==> config.mk <==
export PLATFORM = sky130hd
export DESIGN_NAME = branch_unit
export DESIGN_NICKNAME = d
export VERILOG_FILES = /design/src/rtl/branch_pkg.sv /design/src/rtl/branch_ctrl.sv /design/src/rtl/branch_dpath.sv /design/src/rtl/branch_unit.sv
export SDC_FILE = /design/constraint.sdc
export NUM_CORES = 1
export LEC_CHECK = 0
export BUFFER_PORTS_ARGS = -buffer_cell sky130_fd_sc_hd__buf_2
export CELL_PAD_IN_SITES_DETAIL_PLACEMENT = 0
export CELL_PAD_IN_SITES_GLOBAL_PLACEMENT = 1
export CORE_MARGIN = 2
export CORE_UTILIZATION = 30
export CTS_CLUSTER_SIZE = 10
export DETAILED_ROUTE_END_ITERATION = 8
export PLACE_DENSITY = 0.81
export RECOVER_POWER = 50
export SLEW_MARGIN = 20
export SYNTH_ARGS = -nofsm -noshare
export SYNTH_HDL_FRONTEND = slang
export SYNTH_SLANG_ARGS = --single-unit
==> constraint.sdc <==
create_clock -name clk -period 1.4 [get_ports clk]
set_input_delay 0.42 -clock clk [delete_from_list [all_inputs] [get_ports clk]]
set_output_delay 0.42 -clock clk [all_outputs]
set_load 0.01 [all_outputs]
==> src/rtl/branch_pkg.sv <==
package branch_pkg;
  localparam int KIND_W = 4;

  typedef enum logic [KIND_W-1:0] {
    K_SHORT  = 4'd0,
    K_LONG   = 4'd1,
    K_ABS    = 4'd2,
    K_IND    = 4'd3,
    K_ZERO   = 4'd4,
    K_NZERO  = 4'd5,
    K_CY     = 4'd6,
    K_NCY    = 4'd7,
    K_BIT    = 4'd8,
    K_NBIT   = 4'd9,
    K_CMPNE  = 4'd10,
    K_DECNZ  = 4'd11
  } kind_e;

  typedef enum logic [2:0] {
    TGT_SEQ,
    TGT_REL,
    TGT_LONG,
    TGT_ABS,
    TGT_IND
  } tgt_e;

  typedef enum logic [2:0] {
    COND_NEVER,
    COND_ALWAYS,
    COND_ACCZ,
    COND_CARRY,
    COND_BIT,
    COND_NEQ,
    COND_DECNZ
  } cond_e;

  typedef struct packed {
    tgt_e  tgtSel;
    cond_e condSel;
    logic  invert;
    logic  cmpCarry;
    logic  decEn;
  } ctrl_t;
endpackage

==> src/rtl/branch_ctrl.sv <==
module branch_ctrl
  import branch_pkg::*;
(
  input  logic [KIND_W-1:0] kind,
  output ctrl_t             ctrl
);
  always_comb begin
    ctrl = '{tgtSel: TGT_SEQ, condSel: COND_NEVER, invert: 1'b0,
             cmpCarry: 1'b0, decEn: 1'b0};
    case (kind)
      K_SHORT: begin ctrl.tgtSel = TGT_REL;  ctrl.condSel = COND_ALWAYS; end
      K_LONG:  begin ctrl.tgtSel = TGT_LONG; ctrl.condSel = COND_ALWAYS; end
      K_ABS:   begin ctrl.tgtSel = TGT_ABS;  ctrl.condSel = COND_ALWAYS; end
      K_IND:   begin ctrl.tgtSel = TGT_IND;  ctrl.condSel = COND_ALWAYS; end
      K_ZERO:  begin ctrl.tgtSel = TGT_REL;  ctrl.condSel = COND_ACCZ; end
      K_NZERO: begin ctrl.tgtSel = TGT_REL;  ctrl.condSel = COND_ACCZ;  ctrl.invert = 1'b1; end
      K_CY:    begin ctrl.tgtSel = TGT_REL;  ctrl.condSel = COND_CARRY; end
      K_NCY:   begin ctrl.tgtSel = TGT_REL;  ctrl.condSel = COND_CARRY; ctrl.invert = 1'b1; end
      K_BIT:   begin ctrl.tgtSel = TGT_REL;  ctrl.condSel = COND_BIT; end
      K_NBIT:  begin ctrl.tgtSel = TGT_REL;  ctrl.condSel = COND_BIT;   ctrl.invert = 1'b1; end
      K_CMPNE: begin
        ctrl.tgtSel   = TGT_REL;
        ctrl.condSel  = COND_NEQ;
        ctrl.cmpCarry = 1'b1;
      end
      K_DECNZ: begin
        ctrl.tgtSel  = TGT_REL;
        ctrl.condSel = COND_DECNZ;
        ctrl.decEn   = 1'b1;
      end
      default: ;
    endcase
  end
endmodule

==> src/rtl/branch_dpath.sv <==
module branch_dpath
  import branch_pkg::*;
#(
  parameter int PC_W   = 16,
  parameter int DATA_W = 8,
  parameter int ABS_W  = 11
) (
  input  logic              clk,
  input  logic              rstN,
  input  logic              inValid,
  input  ctrl_t             ctrl,
  input  logic [PC_W-1:0]   seqPc,
  input  logic [DATA_W-1:0] relOff,
  input  logic [DATA_W-1:0] opByte,
  input  logic [DATA_W-1:0] addrLo,
  input  logic [PC_W-1:0]   longAddr,
  input  logic [DATA_W-1:0] accIn,
  input  logic [PC_W-1:0]   dptr,
  input  logic              carryIn,
  input  logic              bitVal,
  input  logic [DATA_W-1:0] cmpA,
  input  logic [DATA_W-1:0] cmpB,
  input  logic [DATA_W-1:0] decOperand,
  output logic              outValid,
  output logic [PC_W-1:0]   nextPc,
  output logic              taken,
  output logic              carryOut,
  output logic [DATA_W-1:0] decResult
);
  localparam int EXT_W  = PC_W - DATA_W;
  localparam int PAGE_W = PC_W - ABS_W;
  localparam int HI_W   = ABS_W - DATA_W;

  logic [PC_W-1:0]   relTgt, absTgt, indTgt, tgt;
  logic [DATA_W-1:0] decVal;
  logic              condRaw, takeNow, cyNow;

  assign relTgt = seqPc + {{EXT_W{relOff[DATA_W-1]}}, relOff};
  assign absTgt = {seqPc[PC_W-1 -: PAGE_W], opByte[DATA_W-1 -: HI_W], addrLo};
  assign indTgt = dptr + {{EXT_W{1'b0}}, accIn};
  assign decVal = decOperand - {{(DATA_W-1){1'b0}}, 1'b1};

  always_comb begin
    case (ctrl.tgtSel)
      TGT_REL:  tgt = relTgt;
      TGT_LONG: tgt = longAddr;
      TGT_ABS:  tgt = absTgt;
      TGT_IND:  tgt = indTgt;
      default:  tgt = seqPc;
    endcase
  end

  always_comb begin
    case (ctrl.condSel)
      COND_ALWAYS: condRaw = 1'b1;
      COND_ACCZ:   condRaw = (accIn == '0);
      COND_CARRY:  condRaw = carryIn;
      COND_BIT:    condRaw = bitVal;
      COND_NEQ:    condRaw = (cmpA != cmpB);
      COND_DECNZ:  condRaw = (decVal != '0);
      default:     condRaw = 1'b0;
    endcase
  end

  assign takeNow = condRaw ^ ctrl.invert;
  assign cyNow   = ctrl.cmpCarry ? (cmpA < cmpB) : carryIn;

  always_ff @(posedge clk or negedge rstN) begin
    if (!rstN) begin
      outValid  <= 1'b0;
      nextPc    <= '0;
      taken     <= 1'b0;
      carryOut  <= 1'b0;
      decResult <= '0;
    end else begin
      outValid <= inValid;
      if (inValid) begin
        nextPc    <= takeNow ? tgt : seqPc;
        taken     <= takeNow;
        carryOut  <= cyNow;
        decResult <= ctrl.decEn ? decVal : decOperand;
      end
    end
  end
endmodule

==> src/rtl/branch_unit.sv <==
module branch_unit
  import branch_pkg::*;
(
  input  logic        clk,
  input  logic        rstN,
  input  logic        inValid,
  input  logic [3:0]  kind,
  input  logic [15:0] seqPc,
  input  logic [7:0]  relOff,
  input  logic [7:0]  opByte,
  input  logic [7:0]  addrLo,
  input  logic [15:0] longAddr,
  input  logic [7:0]  accIn,
  input  logic [15:0] dptr,
  input  logic        carryIn,
  input  logic        bitVal,
  input  logic [7:0]  cmpA,
  input  logic [7:0]  cmpB,
  input  logic [7:0]  decOperand,
  output logic        outValid,
  output logic [15:0] nextPc,
  output logic        taken,
  output logic        carryOut,
  output logic [7:0]  decResult
);
  ctrl_t ctrl;

  branch_ctrl uCtrl (.kind(kind), .ctrl(ctrl));

  branch_dpath #(.PC_W(16), .DATA_W(8), .ABS_W(11)) uDpath (
    .clk(clk), .rstN(rstN), .inValid(inValid), .ctrl(ctrl),
    .seqPc(seqPc), .relOff(relOff), .opByte(opByte), .addrLo(addrLo),
    .longAddr(longAddr), .accIn(accIn), .dptr(dptr), .carryIn(carryIn),
    .bitVal(bitVal), .cmpA(cmpA), .cmpB(cmpB), .decOperand(decOperand),
    .outValid(outValid), .nextPc(nextPc), .taken(taken),
    .carryOut(carryOut), .decResult(decResult)
  );
endmodule

After elaboration in Yosys (flattened, before gate mapping)
Index checks and enable logic that the tools add are counted.
- order comparisons: 1
- bitwise operators: 1
- add/subtract/negate cells: 3
- equal/unequal tests: 22
- mux-type cells: 9
- reductions and logical operators: 7
- operator list (cell ; number):
    one-hot mux 16 bit (4 select lines) ; 1
    one-hot mux 6 bit (9 select lines) ; 1
    adder 16 bit ; 1
    adder 16 x 8 -> 16 bit ; 1
    equality test 4 x 3 -> 1 bit, second input constant ; 4
    equality test 4 bit, second input constant ; 4
    two-way mux 16 bit ; 1
    equality test 3 x 2 -> 1 bit, second input constant ; 4
    equality test 3 bit, second input constant ; 4
    equality test 4 x 2 -> 1 bit, second input constant ; 2
    zero test 8 bit ; 1
    less-than comparator 8 bit ; 1
    two-way mux 8 bit ; 1
    != test 8 bit ; 1
    nonzero test 8 bit ; 1
    subtractor 8 x 1 -> 8 bit, second input constant ; 1
    equality test 3 x 1 -> 1 bit, second input constant ; 2
    one-hot mux 1 bit (6 select lines) ; 1
    OR reduction 2 bit ; 3
    equality test 4 x 1 -> 1 bit, second input constant ; 1
    zero test 4 bit ; 1
    two-way mux 1 bit ; 4
    OR reduction 3 bit ; 1
    XOR 1 bit ; 1
- output and inout bits: 27
- word-level logic and storage cells: 48
- flip-flop bits (word level): 27
- bits of input ports: 113

Logic depth before layout (Yosys ltp)
Gate-level depths: netlist (run 1).
- word-level depth: 7
- gate-level depth with buffers: 10

Modules after synthesis
A second synthesis (run 1) with hierarchy kept.
- cells, all modules: 463
- area total of the unflattened synthesis: 3584.7 sq um
- modules (own cells, without submodules) (module ; area each (sq um) ; sequential area each (sq um) ; instances ; cells an instance):
    branch_dpath ; 3474.6 ; 675.6 ; 1 ; 445
    branch_ctrl ; 110.1 ; 0.0 ; 1 ; 18

Worst setup path after synthesis (run 1)
OpenSTA, ideal clock, no wires.
- kind: input -> register
- start: in accIn[0]
- end: reg uDpath.nextPc[8]
- path slack: -1.138 ns
- stages: 9
- buffers on the path: 0
- setup time: 0.126 ns
- arrival: 2.412 ns
- required time: 1.274 ns
- cell sequence: ha_1 fa_1 a211oi_1 nor2_1 o221a_2 xor2_1 a222oi_1 o21ai_0 a221o_1
- cells in the longest elaborated chain, start to end: 4
- elaborated cells on any way between the ends: 6
- classes of those cells: add/sub (1); mux (3); bitwise (1); reduce/logical (1)
- ends and longest elaborated chain (item ; RTL line ; text):
    start, declared ; branch_unit.sv:13 ; input logic [7:0] accIn,
    branches (longest 3 deep; another with adder 16 x 8 -> 16 bit) ; n/a ;
    two-way mux 16 bit (*) ; branch_dpath.sv:78 ; nextPc <= takeNow ? tgt : seqPc;
    end signal, assigned ; branch_dpath.sv:78 ;
    end, declared ; branch_dpath.sv:25 ; output logic [PC_W-1:0] nextPc,
Every way passes the cells marked *.
A chain may end at the register's enable or synchronous reset.

Final worst setup path (run 1)
Ends and elaborated chain as after synthesis.

==> metrics, run 1 <==
cell accounting for the most synthesized area=dfrtp_1; crit-path max cell delay=350 ps; I/O pin count=140; Post-synth EDFFs=0; grt total ovfl=0; placed cells=772; Tmin final=2222 ps; WL/cell=16.34 um; RD Place Congestion=1.010; die height=107.4 um; Clock Latency Late Sink=280 ps; number of global-route vias before repair=4224; DRC errors left=0; synth top area cells=dfrtp_1 21%, ha_1 13%, xnor2_1 5.2%; row cnt=37; pin count of the biggest net entering global routing=28; pwr dens=623.9 nW/um^2; Cell variety after synth=65; fin cells=790; Pwr Total=3.576 mW; Synth Register Bits=27; fmax=450.0 MHz; Num Clock Sinks=27; CP required=1580 ps; CP Class=in -> reg; Hold/Removal Path Class=in -> async; final core utilization=0.5527; syn_area_per_cell=8.003 sq um; Main synth FF type=dfrtp_1; FFs w/ async S/R, synth=1.000; # nets final=803; DR vias=4101; Inserted Clock Buffers=3; Worst Hold Slack=257.9 ps; area of the multi-input gates=2949 sq um; Final TNS setup=-10330 ps; clk_skew=0 ps; sequential-to-total area share from yosys stat=0.2105; ant diodes=0; FF+latch area=675.6 sq um; post-synth net total=549; Leak=2.704 nW; H-tree depth=1; CP bufs+invs=1; Final ANT Viol Nets=0; Slowest-stage cell, CP=fa_2; Reg clk slew, reported paths=110 ps; Placement Cell Area=5012 sq um; CP arrival=2400 ps; Crit path max-delay family=compound AO/OA/AOI/OAI gates; Final Instance Area=5732 sq um; DP HPWL=10.04 mm; first-pass GRT wire length=19.70 mm; RSZ-0062 raised after global routing=true; GRT Util Overall=0.2142; Cells after Synth=401; final setup fails=19; DRT Wirelength=12.91 mm; die width=107.4 um; Core Footprint=10370 sq um; P&R area growth vs syn=78.60%; Root Driver=clkbuf_8; status=finished, violations left; max_cap viols=0; post-synth top area share=0.2105; Final Slew Violations=0; worst-margin pin slew=753.2 ps; Startpoint Class=input pin; CTS max path bufs=2; Crit. End Element=flop; Hold Fails Final Rpt=0; CTS tree=built; Starting Density=0.3095; failing checks=negative setup slack; Slew Limit Headroom=0.4979; die area=11540 sq um; Setup WS post-layout=-822.3 ps; crit-path cells=buf_8 -> ha_4 -> fa_2 -> a211oi_2 -> nor2_2 -> o221a_4 -> xor2_1 -> a222oi_1 -> o21ai_1 -> a221o_1; worst-path maximum fanout=2; Post-Place Setup Slack=-1261 ps; peak supply drop=0.3690 mV; final worst-path cycle share=1.587; initial antenna violation count=1; share of post-route cells with drive strength above 1=0.5352; Initial DRT Pass Iterations=6; # port buffers=134; Yosys Warn Count=0; Cell Area, Synth=3209 sq um; DR vias/cell=5.191; initial DRC count=281; Filler Cell Count=965
## flip-flops by register name (all words and copies together) (netlist names)
register	cells
uDpath.carryOut	1
uDpath.nextPc	16
uDpath.decResult	8
uDpath.taken	1
uDpath.outValid	1
## layer usage
| metal | GRT usage | up-vias | share of wire |
|---|---|---|---|
| met5 | 0 | - | 0.0010 |
| met4 | 0.05403 | 2 | 0.019 |
| met3 | 0.02906 | 22 | 0.060 |
| met2 | 0.3879 | 147 | 0.49 |
| met1 | 0.2669 | 1925 | 0.43 |
| li1 | - | 2005 | - |
## synthesized netlist by cell type (9+ instances only)
master     n
nor2_1    32
a21o_1    10
a21oi_1   25
ha_1      33
dfrtp_1   27
nand2_1   37
xor2_1    13
nor3_1     9
nand3_1    9
o21ai_0   29
inv_1     15
and3_1    11
xnor2_1   19
clkbuf_1  11
## worst paths after layout
check	endpoint	slack, ps	cells after the start	from
max in group asynchronous	uDpath.nextPc[0]	660	2	rstN
setup / recovery	uDpath.nextPc[8]	-820	10	accIn[0]
hold / removal	uDpath.decResult[7]	260	2	rstN
setup reg to reg	uDpath.nextPc[5]	460	2	uDpath.nextPc[5]
min in group clk	uDpath.carryOut	430	3	carryIn
hold reg to reg	uDpath.nextPc[7]	510	2	uDpath.nextPc[7]
## placed cells by master, fill, tap and decap left out, types with 7 or more instances in the layout
| cell | count |
|---|---|
| buf_2 | 121 |
| o21ai_0 | 17 |
| buf_6 | 15 |
| and3_1 | 10 |
| o21a_1 | 7 |
| nand2b_1 | 8 |
| a21oi_1 | 21 |
| inv_1 | 14 |
| nor2_1 | 27 |
| buf_4 | 120 |
| mux2i_1 | 8 |
| xnor2_1 | 18 |
| a21o_1 | 10 |
| nand3_1 | 7 |
| nand2_1 | 33 |
| ha_1 | 16 |
| dfrtp_1 | 27 |
| ha_4 | 17 |
| o21ai_1 | 9 |
| xor2_1 | 11 |
## cell type report
cell class | instances | area share
tap | 136 | 0.02969
sequential | 27 | 0.1179
clock buffer | 3 | 0.007204
inverter | 15 | 0.01201
multi-input combinational | 342 | 0.5145
timing repair buffer | 266 | 0.3174
clock inverter | 1 | 0.001310
## where the power goes
group | switching (mW) | internal (mW)
Combinational | 1.01 | 1.09
Sequential | 0.0825 | 0.899
Clock | 0.291 | 0.203
## cells by family after synthesis
logic type / count (synthesis) / synth area share
AOI/OAI and AO/OA: 138 / 0.2905
muxes: 9 / 0.02846
buffers and inverters: 32 / 0.04015
adders and majority gates: 35 / 0.1411
DFF: 27 / 0.2105
and+or+nand+nor: 127 / 0.1969
xor gates and xnor gates: 33 / 0.09240
## repair_timing
action | CTS | global route
pin swaps | 29 | 48
hold buffers | 0 | 0
gates resized for setup | 53 | 59
setup buffers | 14 | 5
endpoints found under the setup margin | 21 | 23
cloned | 1 | 0
No activity file was read; power rests on OpenSTA's default activity.
==> run 2: changes to the inputs <==
--- a/config.mk
+++ b/config.mk
@@ -6,7 +6,7 @@
 export NUM_CORES = 1
 export LEC_CHECK = 0
 export BUFFER_PORTS_ARGS = -buffer_cell sky130_fd_sc_hd__buf_2
-export CELL_PAD_IN_SITES_DETAIL_PLACEMENT = 0
+export CELL_PAD_IN_SITES_DETAIL_PLACEMENT = 1
 export CELL_PAD_IN_SITES_GLOBAL_PLACEMENT = 1
 export CORE_MARGIN = 2
 export CORE_UTILIZATION = 30
==> metrics, run 2 (synthesis results as in run 1) <==
worst-margin pin slew=771.7 ps (+18.46 ps); share of post-route cells with drive strength above 1=0.5137 (-0.02149); biggest registers after layout=uDpath.nextPc x16, uDpath.decResult x8; die height=107.4 um (unchanged); CP Class=in -> reg; Setup WS post-layout=-858.0 ps (-35.73 ps); CP required=1580 ps (about the same); # nets final=807 (+0.50%); DR vias/cell=5.527 (+6.5%); max reg flops=16 (unchanged); Clock Latency Late Sink=290 ps (about the same); pin count of the biggest net entering global routing=28 (unchanged); first-pass GRT wire length=24.12 mm (+22%); DRC errors left=0 (unchanged); Inserted Clock Buffers=3 (unchanged); CTS tree=built; Worst Hold Slack=264.2 ps (+6.260 ps); DP HPWL=11.88 mm (+18%); die width=107.4 um (unchanged); Post-Place Setup Slack=-1242 ps (+19.45 ps); Root Driver=clkbuf_8; number of global-route vias before repair=4771 (+13%); Top reg by flops=uDpath.nextPc; initial antenna violation count=1 (unchanged); clk_skew=0 ps (unchanged); Final Slew Violations=0 (unchanged); worst reg2reg startpoint=uDpath.nextPc[8]; R2R Path End=uDpath.nextPc[8]; Hold/Removal Path Class=in -> async; DRT Wirelength=15.87 mm (+23%); status=finished, violations left; Initial DRT Pass Iterations=5 (-1); Tmin final=2258 ps (+35.73 ps); Slew Limit Headroom=0.4856 (-0.01230); RSZ-0062 raised after global routing=true; DR vias=4394 (+7.1%); initial DRC count=272 (-3.2%); CP arrival=2440 ps (+40 ps); Hold Fails Final Rpt=0 (unchanged); # port buffers=134 (unchanged); most frequent cells in the layout=124 x buf_2, 123 x buf_4, 35 x nand2_1; Num Clock Sinks=27 (unchanged); I/O pin count=140 (unchanged); WL/cell=19.96 um (+22%); Final ANT Viol Nets=0 (unchanged); final setup fails=21 (+2); final worst-path cycle share=1.613 (+0.02552); most common cell after layout, fill and taps aside=buf_2; Crit. End Element=flop; hold-fix buffer count after cts=0 (unchanged); row cnt=37 (unchanged); reg-to-reg setup timing slack=490 ps (+30 ps); CTS max path bufs=2 (unchanged); Leak=2.729 nW (+0.92%); P&R area growth vs syn=74.15%; failing checks=negative setup slack; Starting Density=0.3095 (unchanged); grt total ovfl=0 (unchanged); max_cap viols=0 (unchanged); r2r worst-path depth=1 (-1); peak supply drop=0.3406 mV (-7.7%); die area=11540 sq um (unchanged); Core Footprint=10370 sq um (unchanged); Startpoint Class=input pin; fmax=442.9 MHz (-1.6%); Reg clk slew, reported paths=110 ps (about the same); Filler Cell Count=1272 (+32%); RD Place Congestion=1.010 (unchanged); GRT Util Overall=0.2655 (+0.05126); worst-path maximum fanout=2 (unchanged); pwr dens=650.6 nW/um^2 (+4.3%); H-tree depth=1 (unchanged)
[run 2: report_power, final]
group | internal, mW | switching (mW) | total [mW]
registers | 0.899 | 0.0834 | 0.983
logic | 1.06 | 1.08 | 2.14
clock network | 0.204 | 0.306 | 0.510
total | 2.16 | 1.47 | 3.64
[run 2: through the flow]
stage | power, mW | instance area [sq um] | utilization | instances | setup TNS (ps)
global route | 3.843 | 5589 | 0.5390 | 795 | -13600
floorplan | 1.916 | 3385 | - | 401 | -11530
global placement | 2.737 | 5012 | 0.4833 | 772 | -19240
CTS | 3.516 | 5446 | 0.5252 | 790 | -11190
detailed placement | 2.836 | 5012 | 0.4833 | 772 | -20680
finish | 3.636 | 5589 | 0.5390 | 795 | -11920
[run 2: worst max path at each step]
| stage | depth (start not counted) | slack [ps] | from | endpoint |
|---|---|---|---|---|
| detailed placement | 10 | -1240 | accIn[0] | uDpath.nextPc[8] |
| global placement | 10 | -1160 | accIn[0] | uDpath.nextPc[8] |
| CTS | 10 | -850 | accIn[0] | uDpath.nextPc[8] |
| finish | 10 | -860 | accIn[0] | uDpath.nextPc[8] |
| global route | 10 | -920 | accIn[0] | uDpath.nextPc[8] |
| floorplan | 9 | -1000 | accIn[0] | uDpath.nextPc[8] |
[run 2: layout make-up]
type,count,area [sq um],area share
Antenna cell,1,2.502,0.0004477
Clock buffer,3,41.29,0.007388
Clock inverter,1,7.507,0.001343
Inverter,15,68.82,0.01231
Multi-Input combinational cell,342,2815,0.5037
Sequential cell,27,675.6,0.1209
Tap cell,136,170.2,0.03045
Timing Repair Buffer,270,1808,0.3235
[run 2: worst max-delay path, cell delays in order]
cell and delay (ps):
buf_8 100, ha_4 150, fa_2 360, a211oi_2 260, nor2_2 80, o221a_4 240, xor2_1 150, a222oi_1 260
o21ai_1 110, a221o_1 300
[run 2: repair_timing]
item                       4_1_cts  5_1_grt
pin swaps                       44       24
setup endpoints to repair       22       23
setup buffers                   13        4
resized for setup               62       26
cloned                           1        0
[run 2: layer usage]
| layer | track usage | routed length [um] | vias to the layer above |
|---|---|---|---|
| met5 | 0 | 0 | - |
| met2 | 0.4896 | 8085 | 186 |
| met3 | 0.03148 | 893 | 44 |
| met4 | 0.08333 | 497 | 0 |
| li1 | - | - | 2011 |
| met1 | 0.3196 | 6391 | 2153 |
==> run 3: changes to the inputs <==
--- a/config.mk
+++ b/config.mk
@@ -12,6 +12,7 @@
 export CORE_UTILIZATION = 30
 export CTS_CLUSTER_SIZE = 10
 export DETAILED_ROUTE_END_ITERATION = 8
+export MAX_ROUTING_LAYER = met4
 export PLACE_DENSITY = 0.81
 export RECOVER_POWER = 50
 export SLEW_MARGIN = 20
==> metrics, run 3 (synthesis results as in run 1) <==
DR vias/cell=5.649 (+2.2%); failing checks=negative setup slack; DRT Wirelength=17.09 mm (+7.7%); first-pass GRT wire length=25.62 mm (+6.2%); most common cell after layout, fill and taps aside=buf_4; Crit. End Element=flop; row cnt=37 (unchanged); CTS tree=built; DP HPWL=11.76 mm (-0.94%); biggest registers after layout=uDpath.nextPc x16, uDpath.decResult x8; Final ANT Viol Nets=0 (unchanged); Hold/Removal Path Class=in -> async; RD Place Congestion=0.9966 (-1.4%); Inserted Clock Buffers=3 (unchanged); CP Class=in -> reg; Startpoint Class=input pin; Core Footprint=10370 sq um (unchanged); crit-path max cell delay=360 ps (about the same); worst-path maximum fanout=3 (+1); Top reg by flops=uDpath.nextPc; max_cap viols=0 (unchanged); Reg clk slew, reported paths=120 ps (about the same); clk_skew=0 ps (unchanged); P_int=2.225 mW (+2.8%); r2r worst-path depth=2 (+1); R2R Path End=uDpath.nextPc[5]; RSZ-0062 raised after global routing=true; Leak=2.732 nW (+0.10%); Num Clock Sinks=27 (unchanged); clock power share=0.135 (-0.005); reg-to-reg setup timing slack=440 ps (-50 ps); NetSw=1.556 mW (+5.7%); share of post-route cells with drive strength above 1=0.5481 (+0.03441); I/O pin count=140 (unchanged); Setup WS post-layout=-840.3 ps (+17.72 ps); CTS max path bufs=2 (unchanged); Root Driver=clkbuf_8; H-tree depth=1 (unchanged); grt total ovfl=0 (unchanged); worst-margin pin slew=791.4 ps (+19.79 ps); Initial DRT Pass Iterations=5 (unchanged); hold-fix buffer count after cts=0 (unchanged); pin count of the biggest net entering global routing=28 (unchanged); initial DRC count=277 (+1.8%); die height=107.4 um (unchanged); number of global-route vias before repair=4965 (+4.1%); Pwr Total=3.781 mW (+4.0%); final worst-path cycle share=1.600 (-0.01266); # port buffers=134 (unchanged); Post-Place Setup Slack=-1258 ps (-16.54 ps); crit-path cells=buf_8 -> ha_4 -> fa_2 -> a211oi_2 -> nor2_1 -> o221a_2 -> buf_4 -> buf_6 -> and3_4 -> xor2_1 -> a21oi_1 -> a31oi_1; P&R area growth vs syn=80.47%; area of the multi-input gates=2997 sq um (+6.4%); Crit path max-delay family=compound AO/OA/AOI/OAI gates; Slew Limit Headroom=0.4724 (-0.01319); Final Slew Violations=0 (unchanged); Tmin final=2240 ps (-17.72 ps); GRT Util Overall=0.2917 (+0.02623); max reg flops=16 (unchanged); fmax=446.4 MHz (+0.79%); FF+latch area=675.6 sq um (unchanged); peak supply drop=0.4232 mV (+24%); final setup fails=20 (-4.8%); CP required=1580 ps (about the same); share of power burned in registers=0.263 (-0.007); DRC errors left=0 (unchanged); combinational share of power=0.602 (+0.012); Filler Cell Count=1257 (-1.2%); DR vias=4474 (+1.8%); CP arrival=2420 ps (-20 ps); most frequent cells in the layout=122 x buf_4, 117 x buf_2, 33 x nand2_1; switch share=0.4116 (+0.006671); # nets final=804 (-0.37%); Clock Latency Late Sink=280 ps (about the same); initial antenna violation count=1 (unchanged); Hold Fails Final Rpt=0 (unchanged); Starting Density=0.3095 (unchanged); die area=11540 sq um (unchanged); worst reg2reg startpoint=uDpath.nextPc[5]; WL/cell=21.58 um (+8.1%); pwr dens=652.8 nW/um^2 (+0.33%); die width=107.4 um (unchanged); Slowest-stage cell, CP=fa_2; status=finished, violations left; CP bufs+invs=3 (+2)
[run 3: changes by cell type in the layout (fill, tap and decap cells not counted), sizes merged]
cell / before / now
bufbuf: 0 / 1
clkbuf: 6 / 7
buf: 267 / 262
clkinv: 0 / 1
clkinvlp: 1 / 0
[run 3: area by class of cell]
type                       count  share of cell area
inverter                      15             0.01188
multi-input combinational    342              0.5174
clock buffer                   3            0.007129
tap                          136             0.02938
clock inverter                 1           0.0008641
sequential                    27              0.1167
timing repair buffer         267              0.3163
antenna                        1           0.0004321
[run 3: worst max path at each step]
| stage | cells past startpoint | to | slack (ps) | from |
|---|---|---|---|---|
| after floorplan | 9 | uDpath.nextPc[8] | -1000 | accIn[0] |
| after global placement | 10 | uDpath.nextPc[8] | -1160 | accIn[0] |
| after detailed placement | 10 | uDpath.nextPc[8] | -1260 | accIn[0] |
| after CTS | 10 | uDpath.nextPc[8] | -840 | accIn[0] |
| after global routing | 10 | uDpath.nextPc[8] | -940 | accIn[0] |
| final | 12 | uDpath.nextPc[12] | -840 | accIn[0] |
[run 3: worst register-to-register path, stage by stage, from the launching register on]
cell and delay, ps:
dfrtp_1 430, or2_2 310, o311a_1 130
[run 3: per-stage QoR]
stage	cell area, sq um	setup TNS, ps	hold slack [ps]	utilization	cells
floorplan	3385	-11530	124.4	-	401
global placement	5017	-19610	383.5	0.4838	771
detailed placement	5017	-20940	392.8	0.4838	771
CTS	5584	-11380	77.14	0.5385	791
global route	5792	-13910	330.8	0.5585	792
finish	5792	-11900	278.3	0.5585	792
[run 3: metal layers]
layer | vias to the layer above | part of all wire | global-route usage
met4 | 0 | 0.041 | 0.1117
li1 | 2005 | - | -
met1 | 2188 | 0.38 | 0.3109
met5 | - | 0 | -
met2 | 220 | 0.52 | 0.5407
met3 | 61 | 0.057 | 0.04600
[run 3: timing repair]
item | CTS | global route
setup endpoints to repair | 21 | 22
setup buffers | 16 | 5
resized for setup | 77 | 43
pin swaps | 44 | 37
gates cloned | 1 | 0
[run 3: power groups by stage]
stage	clock, mW	combinational [mW]	sequential [mW]
after floorplan	0	0.882	1.03
after global routing	0.541	2.43	1.01
after detailed placement	0	1.84	0.995
after CTS	0.513	2.07	0.988
after global placement	0	1.75	0.988
final	0.512	2.28	0.994
